==> config.mk <==
export PLATFORM = sky130hd
export DESIGN_NAME = flash_seq_ctl
export DESIGN_NICKNAME = d
export VERILOG_FILES = /design/src/rtl/fsc_pkg.sv /design/src/rtl/fsc_cfg_regs.sv /design/src/rtl/fsc_seq.sv /design/src/rtl/flash_seq_ctl.sv
export SDC_FILE = /design/constraint.sdc
export NUM_CORES = 1
export LEC_CHECK = 0
export ABC_AREA = 1
export BUFFER_PORTS_ARGS = -buffer_cell sky130_fd_sc_hd__clkbuf_2
export CAP_MARGIN = 20
export CELL_PAD_IN_SITES_DETAIL_PLACEMENT = 1
export CELL_PAD_IN_SITES_GLOBAL_PLACEMENT = 2
export CORE_MARGIN = 2
export CORE_UTILIZATION = 20
export CTS_BUF_LIST = sky130_fd_sc_hd__clkbuf_8
export DETAILED_ROUTE_END_ITERATION = 10
export PLACE_DENSITY = 0.82
export SYNTH_ARGS = -nofsm -noshare
export SYNTH_HDL_FRONTEND = slang
export SYNTH_SLANG_ARGS = --single-unit
export TNS_END_PERCENT = 10
==> constraint.sdc <==
create_clock -name clk -period 1.41 [get_ports clk]
set_input_delay 0.2115 -clock clk [delete_from_list [all_inputs] [get_ports clk]]
set_output_delay 0.2115 -clock clk [all_outputs]
set_load 0.02 [all_outputs]
==> src/rtl/fsc_pkg.sv <==
package fsc_pkg;
  localparam int REG_W    = 16;
  localparam int GO_BIT   = 0;
  localparam int KIND_LSB = 1;
  localparam int KIND_W   = 2;
  localparam int CNT_LSB  = 8;
  localparam int CNT_W    = 6;
  localparam int IE_BIT   = 15;
  localparam int DONE_BIT = 0;

  typedef enum logic [KIND_W-1:0] {
    KIND_READ  = 2'b00,
    KIND_RSVD  = 2'b01,
    KIND_WRITE = 2'b10,
    KIND_ERASE = 2'b11
  } cyc_kind_e;

  typedef enum logic [1:0] {
    SQ_IDLE = 2'b00,
    SQ_REQ  = 2'b01,
    SQ_BUSY = 2'b10
  } seq_state_e;
endpackage

==> src/rtl/fsc_cfg_regs.sv <==
module fsc_cfg_regs
  import fsc_pkg::*;
#(
  parameter int ADDR_W   = 4,
  parameter int CTL_ADDR = 0
) (
  input  logic                   clk,
  input  logic                   rst_n,
  input  logic                   wr_en_i,
  input  logic [ADDR_W-1:0]      addr_i,
  input  logic [REG_W-1:0]       wdata_i,
  input  logic                   locked_i,
  output cyc_kind_e              kind_o,
  output logic [CNT_W-1:0]       cnt_o,
  output logic                   ie_o,
  output logic                   launch_o,
  output cyc_kind_e              launch_kind_o
);
  localparam logic [ADDR_W-1:0] CTL_SEL = ADDR_W'(CTL_ADDR);

  cyc_kind_e          kind_q, kind_d;
  logic [CNT_W-1:0]   cnt_q, cnt_d;
  logic               ie_q, ie_d;
  logic               accept;
  logic               unused_wbits;

  assign unused_wbits = ^{wdata_i[14], wdata_i[7:3]};
  assign accept = wr_en_i && (addr_i == CTL_SEL) && !locked_i;

  always_comb begin
    kind_d = kind_q;
    cnt_d  = cnt_q;
    ie_d   = ie_q;
    if (accept) begin
      kind_d = cyc_kind_e'(wdata_i[KIND_LSB +: KIND_W]);
      cnt_d  = wdata_i[CNT_LSB +: CNT_W];
      ie_d   = wdata_i[IE_BIT];
    end
  end

  always_ff @(posedge clk or negedge rst_n) begin
    if (!rst_n) begin
      kind_q <= KIND_READ;
      cnt_q  <= '0;
      ie_q   <= 1'b0;
    end else if (accept) begin
      kind_q <= kind_d;
      cnt_q  <= cnt_d;
      ie_q   <= ie_d;
    end
  end

  assign kind_o        = kind_q;
  assign cnt_o         = cnt_q;
  assign ie_o          = ie_q;
  assign launch_o      = accept && wdata_i[GO_BIT];
  assign launch_kind_o = cyc_kind_e'(wdata_i[KIND_LSB +: KIND_W]);


  cfg_frozen_chk: assert property (@(posedge clk) disable iff (!rst_n)
    locked_i |=> ($stable(kind_q) && $stable(cnt_q) && $stable(ie_q)));
endmodule

==> src/rtl/fsc_seq.sv <==
module fsc_seq
  import fsc_pkg::*;
(
  input  logic       clk,
  input  logic       rst_n,
  input  logic       launch_i,
  input  cyc_kind_e  launch_kind_i,
  input  logic       gnt_i,
  input  logic       cyc_done_i,
  input  logic       clr_done_i,
  output logic       req_o,
  output logic       busy_o,
  output logic       done_o,
  output logic       locked_o
);
  seq_state_e state_q, state_d;
  logic       done_q, done_d;
  logic       set_done;

  always_comb begin
    state_d  = state_q;
    set_done = 1'b0;
    case (state_q)
      SQ_IDLE: if (launch_i) begin
        if (launch_kind_i == KIND_RSVD) set_done = 1'b1;
        else                            state_d  = SQ_REQ;
      end
      SQ_REQ:  if (gnt_i) state_d = SQ_BUSY;
      SQ_BUSY: if (cyc_done_i) begin
        state_d  = SQ_IDLE;
        set_done = 1'b1;
      end
      default: state_d = SQ_IDLE;
    endcase
    done_d = done_q;
    if (set_done)        done_d = 1'b1;
    else if (clr_done_i) done_d = 1'b0;
  end

  always_ff @(posedge clk or negedge rst_n) begin
    if (!rst_n) begin
      state_q <= SQ_IDLE;
      done_q  <= 1'b0;
    end else begin
      state_q <= state_d;
      done_q  <= done_d;
    end
  end

  assign req_o    = (state_q == SQ_REQ);
  assign busy_o   = (state_q == SQ_BUSY);
  assign done_o   = done_q;
  assign locked_o = (state_q != SQ_IDLE) || done_q;


  req_hold_chk: assert property (@(posedge clk) disable iff (!rst_n)
    (req_o && !gnt_i) |=> req_o);

  req_drop_chk: assert property (@(posedge clk) disable iff (!rst_n)
    (req_o && gnt_i) |=> (!req_o && busy_o));

  done_sticky_chk: assert property (@(posedge clk) disable iff (!rst_n)
    (done_q && !clr_done_i) |=> done_q);

  rsvd_launch_chk: assert property (@(posedge clk) disable iff (!rst_n)
    (launch_i && !locked_o && launch_kind_i == KIND_RSVD) |=> (done_q && !req_o));
endmodule

==> src/rtl/flash_seq_ctl.sv <==
module flash_seq_ctl
  import fsc_pkg::*;
#(
  parameter int ADDR_W   = 4,
  parameter int CTL_ADDR = 0,
  parameter int STS_ADDR = 1
) (
  input  logic              clk,
  input  logic              rst_n,
  input  logic              reg_wr_en,
  input  logic [ADDR_W-1:0] reg_addr,
  input  logic [15:0]       reg_wdata,
  output logic [15:0]       reg_rdata,
  output logic              arb_req,
  input  logic              arb_gnt,
  output logic [1:0]        cyc_kind,
  output logic [5:0]        cyc_cnt,
  input  logic              cyc_done,
  output logic              irq
);
  localparam logic [ADDR_W-1:0] CTL_SEL = ADDR_W'(CTL_ADDR);
  localparam logic [ADDR_W-1:0] STS_SEL = ADDR_W'(STS_ADDR);

  cyc_kind_e        kind, launch_kind;
  logic [CNT_W-1:0] cnt;
  logic             ie, launch, locked, done, busy, clr_done;

  assign clr_done = reg_wr_en && (reg_addr == STS_SEL) && reg_wdata[DONE_BIT];

  fsc_cfg_regs #(.ADDR_W(ADDR_W), .CTL_ADDR(CTL_ADDR)) u_cfg (
    .clk(clk), .rst_n(rst_n), .wr_en_i(reg_wr_en), .addr_i(reg_addr),
    .wdata_i(reg_wdata), .locked_i(locked), .kind_o(kind), .cnt_o(cnt),
    .ie_o(ie), .launch_o(launch), .launch_kind_o(launch_kind)
  );

  fsc_seq u_seq (
    .clk(clk), .rst_n(rst_n), .launch_i(launch), .launch_kind_i(launch_kind),
    .gnt_i(arb_gnt), .cyc_done_i(cyc_done), .clr_done_i(clr_done),
    .req_o(arb_req), .busy_o(busy), .done_o(done), .locked_o(locked)
  );

  always_comb begin
    reg_rdata = '0;
    if (reg_addr == CTL_SEL) begin
      reg_rdata[IE_BIT]                 = ie;
      reg_rdata[CNT_LSB +: CNT_W]       = cnt;
      reg_rdata[KIND_LSB +: KIND_W]     = kind;
    end else if (reg_addr == STS_SEL) begin
      reg_rdata[DONE_BIT]               = done;
    end
  end

  assign cyc_kind = kind;
  assign cyc_cnt  = (kind == KIND_ERASE) ? '0 : cnt;
  assign irq      = done && ie;


  cyc_hold_chk: assert property (@(posedge clk) disable iff (!rst_n)
    (busy && !cyc_done) |=> ($stable(cyc_kind) && $stable(cyc_cnt)));

  done_set_chk: assert property (@(posedge clk) disable iff (!rst_n)
    (busy && cyc_done) |=> (done && !busy));

  irq_src_chk: assert property (@(posedge clk) disable iff (!rst_n)
    irq |-> (done && locked));
endmodule

Word-level counts from Yosys, hierarchy flattened
Cells that the tools add are included.
{"block": "word_totals", "reg_bits": 12, "in_bits": 25, "output_inout_bits": 26}
{"block": "op_classes", "eq_ne": 9, "mux": 17, "n_reduce_logical": 13}
{"op": "two-way mux 6 bit", "n": 2}
{"op": "two-way mux 2 bit", "n": 5}
{"op": "two-way mux 1 bit", "n": 8}
{"op": "logical AND 1 bit", "n": 6}
{"op": "inequality test 2 bit, second input constant", "n": 3}
{"op": "one-hot mux 2 bit (3 select lines)", "n": 1}
{"op": "equality test 2 x 1 -> 1 bit, second input constant", "n": 2}
{"op": "equality test 2 bit, second input constant", "n": 2}
{"op": "equality test 4 x 1 -> 1 bit, second input constant", "n": 1}
{"op": "logical NOT 4 bit", "n": 1}
{"op": "AND reduction 4 bit", "n": 1}
{"op": "nonzero test 2 bit", "n": 2}
{"op": "logical NOT 2 bit", "n": 1}
{"op": "inequality test 2 x 1 -> 1 bit, second input constant", "n": 1}
{"op": "one-hot mux 1 bit (2 select lines)", "n": 1}
{"op": "logical NOT 1 bit", "n": 1}
{"op": "logical OR 1 bit", "n": 1}

Longest topological paths before layout
{"block": "logic_depth", "word_depth": 8, "depth_mapped": 6, "mapped_depth_nobuf": 6}

Hierarchy
From an unflattened synthesis, not the netlist that was laid out.
{"block": "unflattened", "cells_unflattened": 115, "hier_area_um2": 800.8}
{"mod": "fsc_cfg_regs", "n_inst": 1, "cells_per_inst": 45, "area_each_um2": 429.2, "seq_area_each_um2": 225.2}
{"mod": "flash_seq_ctl", "n_inst": 1, "cells_per_inst": 45, "area_each_um2": 196.4, "seq_area_each_um2": 0.0}
{"mod": "fsc_seq", "n_inst": 1, "cells_per_inst": 25, "area_each_um2": 175.2, "seq_area_each_um2": 75.1}

Least setup slack after synthesis
OpenSTA, ideal clock, no wires.
{"block": "synth_timing", "kind": "register to register", "from": "register u_seq.state_q[0]", "to": "register u_cfg.cnt_q[0], in the netlist u_cfg.cnt_o[0]", "setup_time_ps": 126, "arrival_ps": 999, "t_required_ps": 1284, "setup_slack_ps": 285, "stages_incl_launch_ff": 6, "period_less_slack_ps": 1125, "path_cell_list": "dfrtp_1 -> nor2_2 -> nand3_2 -> nor2_4 -> buf_6 -> o21ai_0"}
{"block": "synth_between", "elab_chain_len": 4}
{"element": "from (decl)", "line_no": "fsc_seq.sv:16", "text": "seq_state_e state_q, state_d;"}
{"element": "from (signal assigned)", "line_no": "fsc_seq.sv:45", "text": "state_q <= state_d;"}
{"element": "nonzero test 2 bit", "line_no": "fsc_seq.sv:53", "text": "assign locked_o = (state_q != SQ_IDLE) || done_q;"}
{"element": "logical OR 1 bit", "line_no": "fsc_seq.sv:53"}
{"element": "logical NOT 1 bit", "line_no": "fsc_cfg_regs.sv:28", "text": "assign accept = wr_en_i && (addr_i == CTL_SEL) && !locked_i;"}
{"element": "logical AND 1 bit", "line_no": "fsc_cfg_regs.sv:28"}
{"element": "to (signal assigned)", "line_no": "fsc_cfg_regs.sv:48", "text": "cnt_q <= cnt_d;"}
{"element": "to (decl)", "line_no": "fsc_cfg_regs.sv:22", "text": "logic [CNT_W-1:0] cnt_q, cnt_d;"}
No other way between the ends.
A chain may end at the register's enable or synchronous reset.

Final worst setup path
{"block": "layout_timing", "from": "register u_cfg.kind_q[1], in the netlist u_cfg.kind_o[1]", "to": "output port cyc_cnt[1]"}
{"block": "layout_between", "elab_chain_len": 2}
{"element": "from (decl)", "line_no": "fsc_cfg_regs.sv:21", "text": "cyc_kind_e kind_q, kind_d;"}
{"element": "from (signal assigned)", "line_no": "fsc_cfg_regs.sv:47", "text": "kind_q <= kind_d;"}
{"element": "equality test 2 bit", "line_no": "flash_seq_ctl.sv:54", "text": "assign cyc_cnt = (kind == KIND_ERASE) ? '0 : cnt;"}
{"element": "two-way mux 6 bit", "line_no": "flash_seq_ctl.sv:54"}
{"element": "to (decl)", "line_no": "flash_seq_ctl.sv:17", "text": "output logic [5:0] cyc_cnt,"}
No other way between the ends.

==> impl_metrics.env <==
export IMPL_status="complete, no violations"
export IMPL_criticalPathCategory="register to primary output"
export IMPL_first_iter_violations=10
export IMPL_seq_power_share=0.348
export IMPL_ys_seq_elements=12
export IMPL_finalNetCount=173
export IMPL_hold_viol=0
export IMPL_cts_sinks=12
export IMPL_die_x_um=64.5
export IMPL_hpwlAfterDp_mm=1.69
export IMPL_avgSynthCellArea_um2=7.04
export IMPL_grt_pass1_vias=832
export IMPL_start_util=0.214
export IMPL_p_int_mw=0.832
export IMPL_dieArea_um2=4160
export IMPL_grt_use_met3=0.0313
export IMPL_use_met2=0.220
export IMPL_holdPathStages=3
export IMPL_setup_viol=0
export IMPL_final_common_cell="clkbuf_2"
export IMPL_cts_root_buf="clkbuf_8"
export IMPL_cts_clk_slew_worst_paths_ns=0.05
export IMPL_rows=21
export IMPL_routedWlPerCell_um=10.8
export IMPL_final_cell_mix="38 x clkbuf_2, 20 x inv_1, 20 x nor2_1"
export IMPL_multi_input_area_um2=310
export IMPL_power_density_nw_per_um2=1410
export IMPL_wirelength_mm=2.07
export IMPL_ys_seq_area_frac=0.410
export IMPL_cts_tree="yes"
export IMPL_critPathArrivalTime_ns=1.05
export IMPL_core_area_um2=3420
export IMPL_peakVddDrop_uv=437
export IMPL_grt_busiest_layer="met2"
export IMPL_ctsHtreeMaxLevel=1
export IMPL_clk_insertion_delay_late_ns=0.23
export IMPL_skew_ns=0.00192
export IMPL_finalCritPeriodShare=0.897
export IMPL_regArea_um2=300
export IMPL_fin_area_um2=1010
export IMPL_setup_tns_ns=0
export IMPL_cap_violations=0
export IMPL_cp_start_kind="register"
export IMPL_viasPerCell=3.94
export IMPL_grt_ovfl_total=0
export IMPL_gr_usage_all_layers=0.109
export IMPL_diodes=0
export IMPL_ios=51
export IMPL_antenna_found_initial=0
export IMPL_clock_fmax_mhz=791
export IMPL_synth_cell_types=17
export IMPL_p_switching_mw=0.594
export IMPL_drv_slew=0
export IMPL_grt_max_degree=20
export IMPL_fin_cells=192
export IMPL_cts_buffers=3
export IMPL_rr_worst_depth=6
export IMPL_worst_path_max_fanout=6
export IMPL_vias=757
export IMPL_drive_gt1_frac=0.342
export IMPL_crit_required_ns=1.20
export IMPL_drc=0
export IMPL_rsz0062_at_grt="false"
export IMPL_grt_pass1_wl_mm=3.50
export IMPL_fin_crit_ns=1.26
export IMPL_fillers=453
export IMPL_gp_congestion=0.777
export IMPL_first_pass_iters=4
export IMPL_power_frac_clock=0.209
export IMPL_yosysWarnings=0
export IMPL_end_kind="primary output"
export IMPL_dp_cells=186
export IMPL_p_leak_nw=0.605
export IMPL_die_h_um=64.5
export IMPL_use_met1=0.113
export IMPL_switching_share=0.416
export IMPL_syn_to_final_growth_pct=38.1
export IMPL_place_area_um2=945
export IMPL_p_comb_frac=0.442
export IMPL_hp_class="primary input to register"
export IMPL_clockBufferDepth=2
export IMPL_port_buffers=38
export IMPL_syn_instance_count=104
export IMPL_ant_nets=0
export IMPL_synthesis_area_um2=732
==> cell type report <==
type | instances | share of cell area
multi-input combinational | 68 | 0.307
sequential | 12 | 0.297
timing repair buffer | 42 | 0.220
inverter | 21 | 0.0780
tap | 46 | 0.0569
clock buffer | 3 | 0.0408
==> repair_timing <==
action                     4_1_cts  5_1_grt
hold endpoints to repair        12        0
hold buffers                     1        0
resized for setup                0        1
setup buffers                    0        2
setup endpoints to repair        0       14
==> final timing paths <==
| check | slack [ns] | endpoint | start |
|---|---|---|---|
| min reg2reg | 0.53 | u_seq.done_o$_DFFE_PN0P_ | u_seq.done_o$_DFFE_PN0P_ |
| max | 0.15 | cyc_cnt[1] | u_cfg.kind_o[1]$_DFFE_PN0N_ |
| min in group asynchronous | 0.41 | u_seq.state_q[1]$_DFFE_PN0P_ | rst_n |
| max in group asynchronous | 0.76 | u_cfg.cnt_o[5]$_DFFE_PN0N_ | rst_n |
| min | 0.19 | u_cfg.cnt_o[1]$_DFFE_PN0N_ | reg_wdata[9] |
| max reg2reg | 0.20 | u_cfg.cnt_o[2]$_DFFE_PN0N_ | u_seq.state_q[0]$_DFFE_PN0P_ |
==> power groups by stage <==
stage               combinational (mW)  sequential, mW  clock (mW)
floorplan                        0.399           0.518           0
global placement                 0.617           0.497           0
detailed placement               0.637           0.504           0
CTS                              0.642           0.499       0.315
global route                     0.714           0.508       0.335
finish                           0.631           0.496       0.299
==> state kept, by name (all words and copies together) (netlist names) <==
signal,count
u_cfg.kind_o,2
u_cfg.ie_o,1
u_cfg.cnt_o,6
u_seq.done_o,1
u_seq.state_q,2
==> cell usage after synthesis <==
cell type  instances  area, um^2
nor3_1             1        5.00
buf_2              1        5.00
nand2_1           19        71.3
o21bai_1           1        7.51
conb_1             1        3.75
nor2_2             2        12.5
inv_1             21        78.8
nand3_1            3        15.0
a21oi_1            1        5.00
nand3b_1           2        15.0
buf_4              6        45.0
buf_6              1        11.3
o21ai_0           10        50.1
nand3_2            2        20.0
nor2_1            20        75.1
nor2_4             1        11.3
dfrtp_1           12         300
==> critical path: stages, from the launching register on <==
cell,delay [ns]
dfrtp_1,0.39
nand2_1,0.09
inv_2,0.07
nor2_1,0.10
clkbuf_2,0.17
==> logic make-up after synthesis <==
logic type / Yosys count / synth area share
AO/OA/AOI/OAI: 12 / 0.0855
other: 1 / 0.00512
buffers and inverters: 29 / 0.191
flip-flops: 12 / 0.410
AND/OR/NAND/NOR: 50 / 0.308
==> metrics by stage <==
step / hold WS, ns / utilization / setup slack [ns] / total power, mW
after floorplan: -0.0841 / - / 0.285 / 0.918
after global placement: 0.118 / 0.277 / 0.108 / 1.11
after detailed placement: 0.124 / 0.277 / 0.0550 / 1.14
after CTS: 0.191 / 0.292 / 0.0488 / 1.46
after global routing: 0.193 / 0.296 / 0.0409 / 1.56
final: 0.192 / 0.296 / 0.145 / 1.43
==> per-layer routing <==
metal  routed length [um]  vias to the layer above
met5                    0                        -
met4                    0                        0
met3                  111                        0
met2                 1150                       22
met1                  810                      355
li1                     -                      380
No activity file was read; power rests on OpenSTA's default activity.
